<file path="src/rtl/intr_dispatch_pkg.sv">
package intr_dispatch_pkg;

    typedef enum logic [1:0] {
        ST_IDLE  = 2'd0,
        ST_ISSUE = 2'd1,
        ST_HOLD  = 2'd2
    } disp_state_e;

    typedef enum logic [1:0] {
        LVL_MASKABLE = 2'd0,
        LVL_FIXED    = 2'd1,
        LVL_RESET    = 2'd2
    } disp_level_e;

    localparam logic [1:0] MASK_OPEN = 2'b01;

endpackage

</file>
<file path="src/rtl/intr_qualify.sv">
module intr_qualify
    import intr_dispatch_pkg::*;
#(
    parameter int N_CORE = 4,
    parameter int N_EXT  = 2,
    parameter int N_PER  = 7,
    localparam int N_MASK = N_EXT + N_PER
) (
    input  logic [N_CORE-1:0] core_exc,
    input  logic [N_EXT-1:0]  ext_req,
    input  logic [N_PER-1:0]  periph_req,
    input  logic [N_MASK-1:0] src_enable,
    input  logic [1:0]        sr_mask,
    output logic [N_CORE-1:0] l1_elig,
    output logic [N_MASK-1:0] l0_elig
);
    logic lvl0_admit;

    // reserved codes fall back to the closed setting
    assign lvl0_admit = (sr_mask == MASK_OPEN);
    assign l1_elig    = core_exc;
    assign l0_elig    = ({periph_req, ext_req} & src_enable) & {N_MASK{lvl0_admit}};
endmodule

</file>
<file path="src/rtl/intr_select.sv">
module intr_select #(
    parameter int N     = 4,
    parameter int IDX_W = 4
) (
    input  logic [N-1:0]     req,
    output logic             hit,
    output logic [IDX_W-1:0] idx
);
    always_comb begin
        idx = '0;
        for (int i = N - 1; i >= 0; i--) begin
            if (req[i]) idx = IDX_W'(i);
        end
    end
    assign hit = |req;
endmodule

</file>
<file path="src/rtl/intr_dispatch.sv">
module intr_dispatch
    import intr_dispatch_pkg::*;
#(
    parameter int          N_CORE   = 4,
    parameter int          N_EXT    = 2,
    parameter int          N_PER    = 7,
    parameter int          ADDR_W   = 16,
    parameter logic [15:0] INT_BASE = 16'h0004,
    localparam int         N_MASK   = N_EXT + N_PER,
    localparam int         N_SRC    = N_CORE + N_MASK,
    localparam int         IDX_W    = $clog2(N_SRC)
) (
    input  logic              clk,
    input  logic              rst_n,
    input  logic [N_PER-1:0]  periph_req,
    input  logic [N_EXT-1:0]  ext_req,
    input  logic [N_CORE-1:0] core_exc,
    input  logic              hw_rst_req,
    input  logic              wdog_rst_req,
    input  logic [N_MASK-1:0] src_enable,
    input  logic [1:0]        sr_mask,
    input  logic              mode_hi,
    input  logic              core_ack,
    output logic              take_exc,
    output logic [ADDR_W-1:0] vec_addr,
    output logic [1:0]        exc_level
);
    localparam logic [ADDR_W-1:0] HW_LO = ADDR_W'(16'h0000);
    localparam logic [ADDR_W-1:0] HW_HI = ADDR_W'(16'hE000);
    localparam logic [ADDR_W-1:0] WD_LO = ADDR_W'(16'h0002);
    localparam logic [ADDR_W-1:0] WD_HI = ADDR_W'(16'hE002);

    logic [N_CORE-1:0] l1_elig;
    logic [N_MASK-1:0] l0_elig;
    logic              l1_hit, l0_hit;
    logic [IDX_W-1:0]  l1_idx, l0_idx, src_idx;

    disp_state_e state_q, state_d;
    logic [ADDR_W-1:0] vec_d, vec_q;
    disp_level_e       lvl_d, lvl_q;
    logic              any_req, rst_hit, preempt, load;
    logic              busy;

    intr_qualify #(.N_CORE(N_CORE), .N_EXT(N_EXT), .N_PER(N_PER)) u_qual (
        .core_exc   (core_exc),
        .ext_req    (ext_req),
        .periph_req (periph_req),
        .src_enable (src_enable),
        .sr_mask    (sr_mask),
        .l1_elig    (l1_elig),
        .l0_elig    (l0_elig)
    );

    intr_select #(.N(N_CORE), .IDX_W(IDX_W)) u_sel_fixed (
        .req (l1_elig),
        .hit (l1_hit),
        .idx (l1_idx)
    );

    intr_select #(.N(N_MASK), .IDX_W(IDX_W)) u_sel_mask (
        .req (l0_elig),
        .hit (l0_hit),
        .idx (l0_idx)
    );

    // winner and its vector
    assign rst_hit = hw_rst_req | wdog_rst_req;
    assign any_req = rst_hit | l1_hit | l0_hit;
    assign src_idx = l1_hit ? l1_idx : (l0_idx + IDX_W'(N_CORE));

    always_comb begin
        if (hw_rst_req) begin
            vec_d = mode_hi ? HW_HI : HW_LO;
            lvl_d = LVL_RESET;
        end else if (wdog_rst_req) begin
            vec_d = mode_hi ? WD_HI : WD_LO;
            lvl_d = LVL_RESET;
        end else begin
            vec_d = ADDR_W'(INT_BASE) + (ADDR_W'(src_idx) << 1);
            lvl_d = l1_hit ? LVL_FIXED : LVL_MASKABLE;
        end
    end

    assign preempt = rst_hit && (lvl_q != LVL_RESET);

    // next state
    always_comb begin
        state_d = state_q;
        unique case (state_q)
            ST_IDLE:  if (any_req) state_d = ST_ISSUE;
            ST_ISSUE: state_d = core_ack ? ST_IDLE : ST_HOLD;
            ST_HOLD: begin
                if (preempt)       state_d = ST_ISSUE;
                else if (core_ack) state_d = ST_IDLE;
            end
            default:  state_d = ST_IDLE;
        endcase
    end

    assign load = ((state_q == ST_IDLE) && any_req) ||
                  ((state_q == ST_HOLD) && preempt);

    // state register
    always_ff @(posedge clk or negedge rst_n) begin
        if (!rst_n) state_q <= ST_IDLE;
        else        state_q <= state_d;
    end

    // output register
    always_ff @(posedge clk or negedge rst_n) begin
        if (!rst_n) begin
            vec_q <= '0;
            lvl_q <= LVL_MASKABLE;
        end else if (load) begin
            vec_q <= vec_d;
            lvl_q <= lvl_d;
        end
    end

    assign busy      = (state_q != ST_IDLE);
    assign take_exc  = (state_q == ST_ISSUE);
    assign vec_addr  = vec_q;
    assign exc_level = lvl_q;
endmodule

</file>
<file path="config.mk">
export PLATFORM = sky130hd
export DESIGN_NAME = intr_dispatch
export DESIGN_NICKNAME = d
export VERILOG_FILES = /design/src/rtl/intr_dispatch_pkg.sv /design/src/rtl/intr_qualify.sv /design/src/rtl/intr_select.sv /design/src/rtl/intr_dispatch.sv
export SDC_FILE = /design/constraint.sdc
export NUM_CORES = 1
export LEC_CHECK = 0
export BUFFER_PORTS_ARGS = -buffer_cell sky130_fd_sc_hd__buf_2
export CAP_MARGIN = 20
export CORE_ASPECT_RATIO = 1.2
export CORE_UTILIZATION = 41
export CTS_BUF_LIST = sky130_fd_sc_hd__clkbuf_16
export CTS_CLUSTER_SIZE = 8
export DETAILED_ROUTE_END_ITERATION = 8
export GPL_TIMING_DRIVEN = 1
export PLACE_DENSITY_LB_ADDON = 0.2
export REMOVE_ABC_BUFFERS = 1
export SETUP_SLACK_MARGIN = 0.05
export SYNTH_ARGS = -nofsm -noshare
export SYNTH_HDL_FRONTEND = slang
export SYNTH_SLANG_ARGS = --single-unit
</file>
<file path="constraint.sdc">
create_clock -name clk -period 1.8 [get_ports clk]
set_input_delay 0.36 -clock clk [delete_from_list [all_inputs] [get_ports clk]]
set_output_delay 0.36 -clock clk [all_outputs]
set_load 0.05 [all_outputs]
</file>
# Word level (Yosys, flattened, before mapping)
# Cells that the tools add are included.
dict set report word_totals {
  word_cells 50
  out_inout_bits 19
  reg_bits 20
  inputBits 30
}
dict set report classes {
  reduce_logical 8
  bitwise 5
  n_mux 26
  eq_ne 6
  n_addsub 2
}
# op count
set ops {}
lappend ops {{$mux 16} 4}
lappend ops {{$mux 4} 10}
lappend ops {{$mux 2} 10}
lappend ops {{$and 9x9->9} 2}
lappend ops {{$reduce_or 9->1} 1}
lappend ops {{$add 3x5->6 const A} 1}
lappend ops {{$pmux 2 s3} 1}
lappend ops {{$add 4x3->4 const B} 1}
lappend ops {{$eq 2x1->1 const B} 2}
lappend ops {{$ne 2x2->1 const B} 2}
lappend ops {{$reduce_or 4->1} 1}
lappend ops {{$logic_and 1x1->1} 3}
lappend ops {{$ne 3x3->1 const B} 1}
lappend ops {{$or 1x1->1} 3}
lappend ops {{$eq 2x2->1 const B} 1}
lappend ops {{$logic_not 2->1} 1}
lappend ops {{$reduce_and 2->1} 1}
lappend ops {{$logic_or 1x1->1} 1}
lappend ops {{$mux 1} 1}

# Depth between registers and ports, before layout
dict set report depth {
  depth_word 16
  mapped_depth 8
  depth_no_buf 7
}

# Modules after synthesis
# Synthesis repeated with hierarchy kept, for this count alone.
dict set report hier_totals {
  hier_cells 103
  hier_area_um2 894.6
}
# module area_per_inst_um2 cells_each n_inst
set modules_own_cells {}
lappend modules_own_cells {intr_dispatch 624.3 66 1}
lappend modules_own_cells {intr_qualify 120.1 13 1}
lappend modules_own_cells {{intr_select (u_sel_mask)} 96.3 14 1}
lappend modules_own_cells {{intr_select (u_sel_fixed)} 53.8 10 1}

# Least setup slack after synthesis
# Ideal clock, no wire load.
dict set report synth_timing {
  kind {flip-flop to flip-flop}
  start {register lvl_q[0] (netlist: exc_level[0])}
  end {register lvl_q[0] (netlist: exc_level[0])}
  arrival_time_ns 1.594
  t_required_ns 1.665
  path_stages_with_launch 7
  setup_slack_ns 0.071
  period_less_slack_ns 1.729
  path_cell_list {dfrtp_1 > and2b_1 > o21ai_0 > o311ai_4 > buf_6 > nand2_1 > o31ai_1}
}
dict set report synth_between {
  elab_chain_len 4
}
# element line_no
set synth_lines {}
lappend synth_lines {{start: declaration} intr_dispatch.sv:40} ;# disp_level_e lvl_d, lvl_q;
lappend synth_lines {{start signal: assignment} intr_dispatch.sv:116} ;# lvl_q <= lvl_d;
lappend synth_lines {{$ne 2x2->1} intr_dispatch.sv:84} ;# assign preempt = rst_hit && (lvl_q != LVL_RESET);
lappend synth_lines {{$logic_and 1x1->1} intr_dispatch.sv:84}
lappend synth_lines {{$logic_and 1x1->1} intr_dispatch.sv:101} ;# ((state_q == ST_HOLD) && preempt);
lappend synth_lines {{$logic_or 1x1->1} intr_dispatch.sv:100} ;# assign load = ((state_q == ST_IDLE) && any_req) ||
# No other way between the ends.
# A chain may end at the register's enable or synchronous reset.

# Final worst setup path
dict set report layout_timing {
  start {input periph_req[3]}
  end {register vec_q[4] (netlist: vec_addr[4])}
}
dict set report layout_between {
  elab_chain_len 13
}
# element line_no
set layout_lines {}
lappend layout_lines {{start: declaration} intr_dispatch.sv:15} ;# input logic [N_PER-1:0] periph_req,
lappend layout_lines {{$and 9x9->9 * (2 in a row)} intr_qualify.sv:22} ;# assign l0_elig = ({periph_req, ext_req} & src_enable) & {N_MASK{lvl0_admit}};
lappend layout_lines {{$mux 4 (6 in a row)} intr_select.sv:12} ;# if (req[i]) idx = IDX_W'(i);
lappend layout_lines {{$add 4x3->4} intr_dispatch.sv:69} ;# assign src_idx = l1_hit ? l1_idx : (l0_idx + IDX_W'(N_CORE));
lappend layout_lines {{$mux 4} intr_dispatch.sv:69}
lappend layout_lines {{$add 3x5->6} intr_dispatch.sv:79} ;# vec_d = ADDR_W'(INT_BASE) + (ADDR_W'(src_idx) << 1);
lappend layout_lines {{$mux 16} intr_dispatch.sv:75} ;# end else if (wdog_rst_req) begin
lappend layout_lines {{$mux 16} intr_dispatch.sv:72} ;# if (hw_rst_req) begin
lappend layout_lines {{end signal: assignment} intr_dispatch.sv:115} ;# vec_q <= vec_d;
lappend layout_lines {{end: declaration} intr_dispatch.sv:39} ;# logic [ADDR_W-1:0] vec_d, vec_q;
# Every way passes the cells marked *; elsewhere a longest branch is shown, timed or not.

==> results.sh <==
export IMPL_p_clk_share_pct=25.0
export IMPL_clockRootBuffer="clkbuf_16"
export IMPL_vias=766
export IMPL_placementRows=16
export IMPL_worstPathRequired_ns=1.95
export IMPL_ys_ff_latch=10
export IMPL_finalSetupViolCount=0
export IMPL_p_int_mw=0.8442
export IMPL_ys_seq_area_share_pct=32.63
export IMPL_io_pins=49
export IMPL_hpwlAfterDp_um=1376
export IMPL_drcViolationCount=0
export IMPL_coreArea_um2=1702
export IMPL_grt_antenna_before_repair=0
export IMPL_grt_max_degree=16
export IMPL_antenna_cells=0
export IMPL_drtPass1Iterations=4
export IMPL_crit_type="input port to register"
export IMPL_synthDistinctLibCells=33
export IMPL_status="finished, final reports clean"
export IMPL_synth_ff_type="dfrtp_1"
export IMPL_yosys_warnings=0
export IMPL_hold_viol_final=0
export IMPL_comb_power_share_pct=53.0
export IMPL_final_antenna_net_count=0
export IMPL_setup_ws_ns=0.2319
export IMPL_vdd_drop_max_uv=644.2
export IMPL_clkLatencyLatePin_ns=0.24
export IMPL_cts_made_buffers=3
export IMPL_period_share_pct=87.12
export IMPL_drive_above_1_share_pct=43.18
export IMPL_htree_levels=1
export IMPL_wl_per_cell_um=11.21
export IMPL_powerDensity_nw_per_um2=1513
export IMPL_multi_input_area_um2=421.7
export IMPL_p_leak_nw=0.5467
export IMPL_timing_hold_ws_ns=0.2714
export IMPL_p_switching_mw=0.7425
export IMPL_regArea_um2=250.2
export IMPL_grt_pass1_vias=745
export IMPL_cp_arrival_ns=1.71
export IMPL_finClkSkew_ns=0.002725
export IMPL_clk_path_buf_depth=2
export IMPL_synth_edf_count=0
export IMPL_die_h_um=49.38
export IMPL_syn_area_per_cell_um2=8.716
export IMPL_viasPerCell=5.107
export IMPL_hp_class="input port to register"
export IMPL_max_freq_mhz=637.7
export IMPL_dieArea_um2=2049
export IMPL_cts_sinks=10
export IMPL_fillCellCount=169
export IMPL_finalCriticalPeriod_ns=1.568
export IMPL_syn_to_final_growth_pct=36.71
export IMPL_final_max_slew_viol_count=0
export IMPL_synthCells=88
export IMPL_rsz0062_at_grt="false"
export IMPL_seqPwrFrac_pct=22.0
export IMPL_async_reset_ff_share_pct=100.0
export IMPL_path_max_fanout=2
export IMPL_syn_cell_area_um2=767.0
export IMPL_finalPower_mw=1.587
export IMPL_clk_pin_slew_ns=0.04
export IMPL_post_place_ws_ns=-0.08502
export IMPL_fin_nets=164
export IMPL_globalplace_congestion=0.7684
export IMPL_grt_use_total_pct=18.02
export IMPL_dieWidth_um=41.49
export IMPL_p_sw_share_pct=46.80
export IMPL_wirelength_um=1682
export IMPL_cts_tree="yes"
export IMPL_initial_utilization_pct=45.07
export IMPL_drt_iter0_markers=5
export IMPL_post_cts_buffers=0
export IMPL_maxCapViolations=0
export IMPL_portBuffers=40
export IMPL_grt_pass1_wl_um=2808
export IMPL_crit_path_start_kind="input port"
export IMPL_endpoint_kind="register"
export IMPL_overflow=0
==> area by class of cell <==
| class | count | area share [%] |
|---|---|---|
| Sequential cell | 10 | 23.87 |
| Multi-Input combinational cell | 68 | 40.21 |
| Clock inverter | 1 | 0.3580 |
| Inverter | 4 | 1.432 |
| Tap cell | 18 | 2.148 |
| Clock buffer | 3 | 7.160 |
| Timing Repair Buffer | 46 | 24.82 |
==> through the flow <==
stage,TNS (ns),instances,utilization [%],instance area [um^2]
after floorplan,0,82,-,681.9
after global routing,0,150,61.62,1049
final,0,150,61.62,1049
after CTS,0,150,61.32,1044
after global placement,-0.006760,145,56.10,954.7
after detailed placement,-0.1351,145,56.10,954.7
==> cell usage in the layout, fill, tap and decap left out <==
cell type	count
a31o_2	1
and3_1	1
dfrtp_1	10
nand2_2	1
o22ai_1	1
inv_1	4
xor2_1	1
nand2_1	13
a21boi_0	1
o21ai_2	2
o31ai_1	5
ha_1	1
nor2_1	7
o311ai_4	1
a31oi_1	3
a22oi_1	3
clkbuf_16	3
conb_1	8
nor3b_1	1
dlygate4sd3_1	1
a21oi_1	6
buf_12	1
nor4_4	1
nor2b_1	1
buf_2	40
and2b_1	1
o21ai_0	2
clkinv_1	1
a22o_1	1
a211oi_2	1
nand3_1	1
and2_2	1
or2_2	1
buf_4	4
a311oi_1	1
nand2b_1	1
==> what timing repair did <==
action                     4_1_cts  5_1_grt
resized for setup                0        1
setup endpoints to repair        0        1
hold buffers                     1        0
hold endpoints to repair        10        0
==> worst paths after layout <==
kind / from / slack, ns / cells after the start / to
worst max-delay path: periph_req[3] / 0.23 / 8 / vec_addr[4]
worst min-delay path: core_ack / 0.27 / 2 / state_q[1]
worst max register to register: exc_level[0] / 0.29 / 5 / vec_addr[1]
worst min register to register: vec_addr[1] / 0.47 / 2 / vec_addr[1]
max in group asynchronous: rst_n / 1.10 / 2 / exc_level[1]
min in group asynchronous: rst_n / 0.51 / 2 / vec_addr[14]
==> worst max-delay path, stage by stage <==
cell and delay, ns:
buf_2 0.11, a22oi_1 0.21, nor3b_1 0.22, o22ai_1 0.11, a211oi_2 0.27, ha_1 0.20
xor2_1 0.06, o31ai_1 0.18
==> power groups by stage <==
stage / Sequential [mW] / Combinational, mW / Clock [mW]
2_1_floorplan: 0.621 / 0.318 / 0
3_3_place_gp: 0.348 / 0.830 / 0
3_5_place_dp: 0.353 / 0.838 / 0
4_1_cts: 0.351 / 0.843 / 0.401
5_1_grt: 0.364 / 0.895 / 0.414
6_report: 0.349 / 0.841 / 0.397
==> synthesized netlist by cell type, types with 2 or more instances <==
library cell	instances	share of area [%]
buf_6	2	2.9
nand2_1	13	6.4
buf_4	10	9.8
a22oi_1	3	2.9
a21oi_1	6	3.9
o21ai_0	2	1.3
nor2_1	7	3.4
a31oi_1	3	2.4
o31ai_1	5	4.9
dfrtp_1	10	33
o21ai_2	2	2.3
inv_1	4	2.0
==> cells by family after synthesis <==
logic type | after synthesis | share of synthesized area (%)
flip-flops | 10 | 32.63
other | 1 | 0.4889
AND/OR/NAND/NOR | 30 | 20.23
XOR/XNOR | 1 | 1.142
adder cells (fa/ha/maj) | 1 | 1.631
buffers and inverters | 17 | 16.47
AO/OA/AOI/OAI | 28 | 27.41
==> flip-flops by register name, summed over array words and instances (netlist names) <==
register,cells
exc_level,2
state_q,2
vec_addr,6
==> layer usage <==
metal | track usage [%] | wire length [um] | vias to the layer above
met4 | 15.05 | 83 | 0
met3 | 4.444 | 110 | 8
li1 | - | - | 383
met5 | 0 | 0 | -
met2 | 32.55 | 874 | 42
met1 | 16.32 | 613 | 333
No activity file was read; power rests on OpenSTA's default activity.
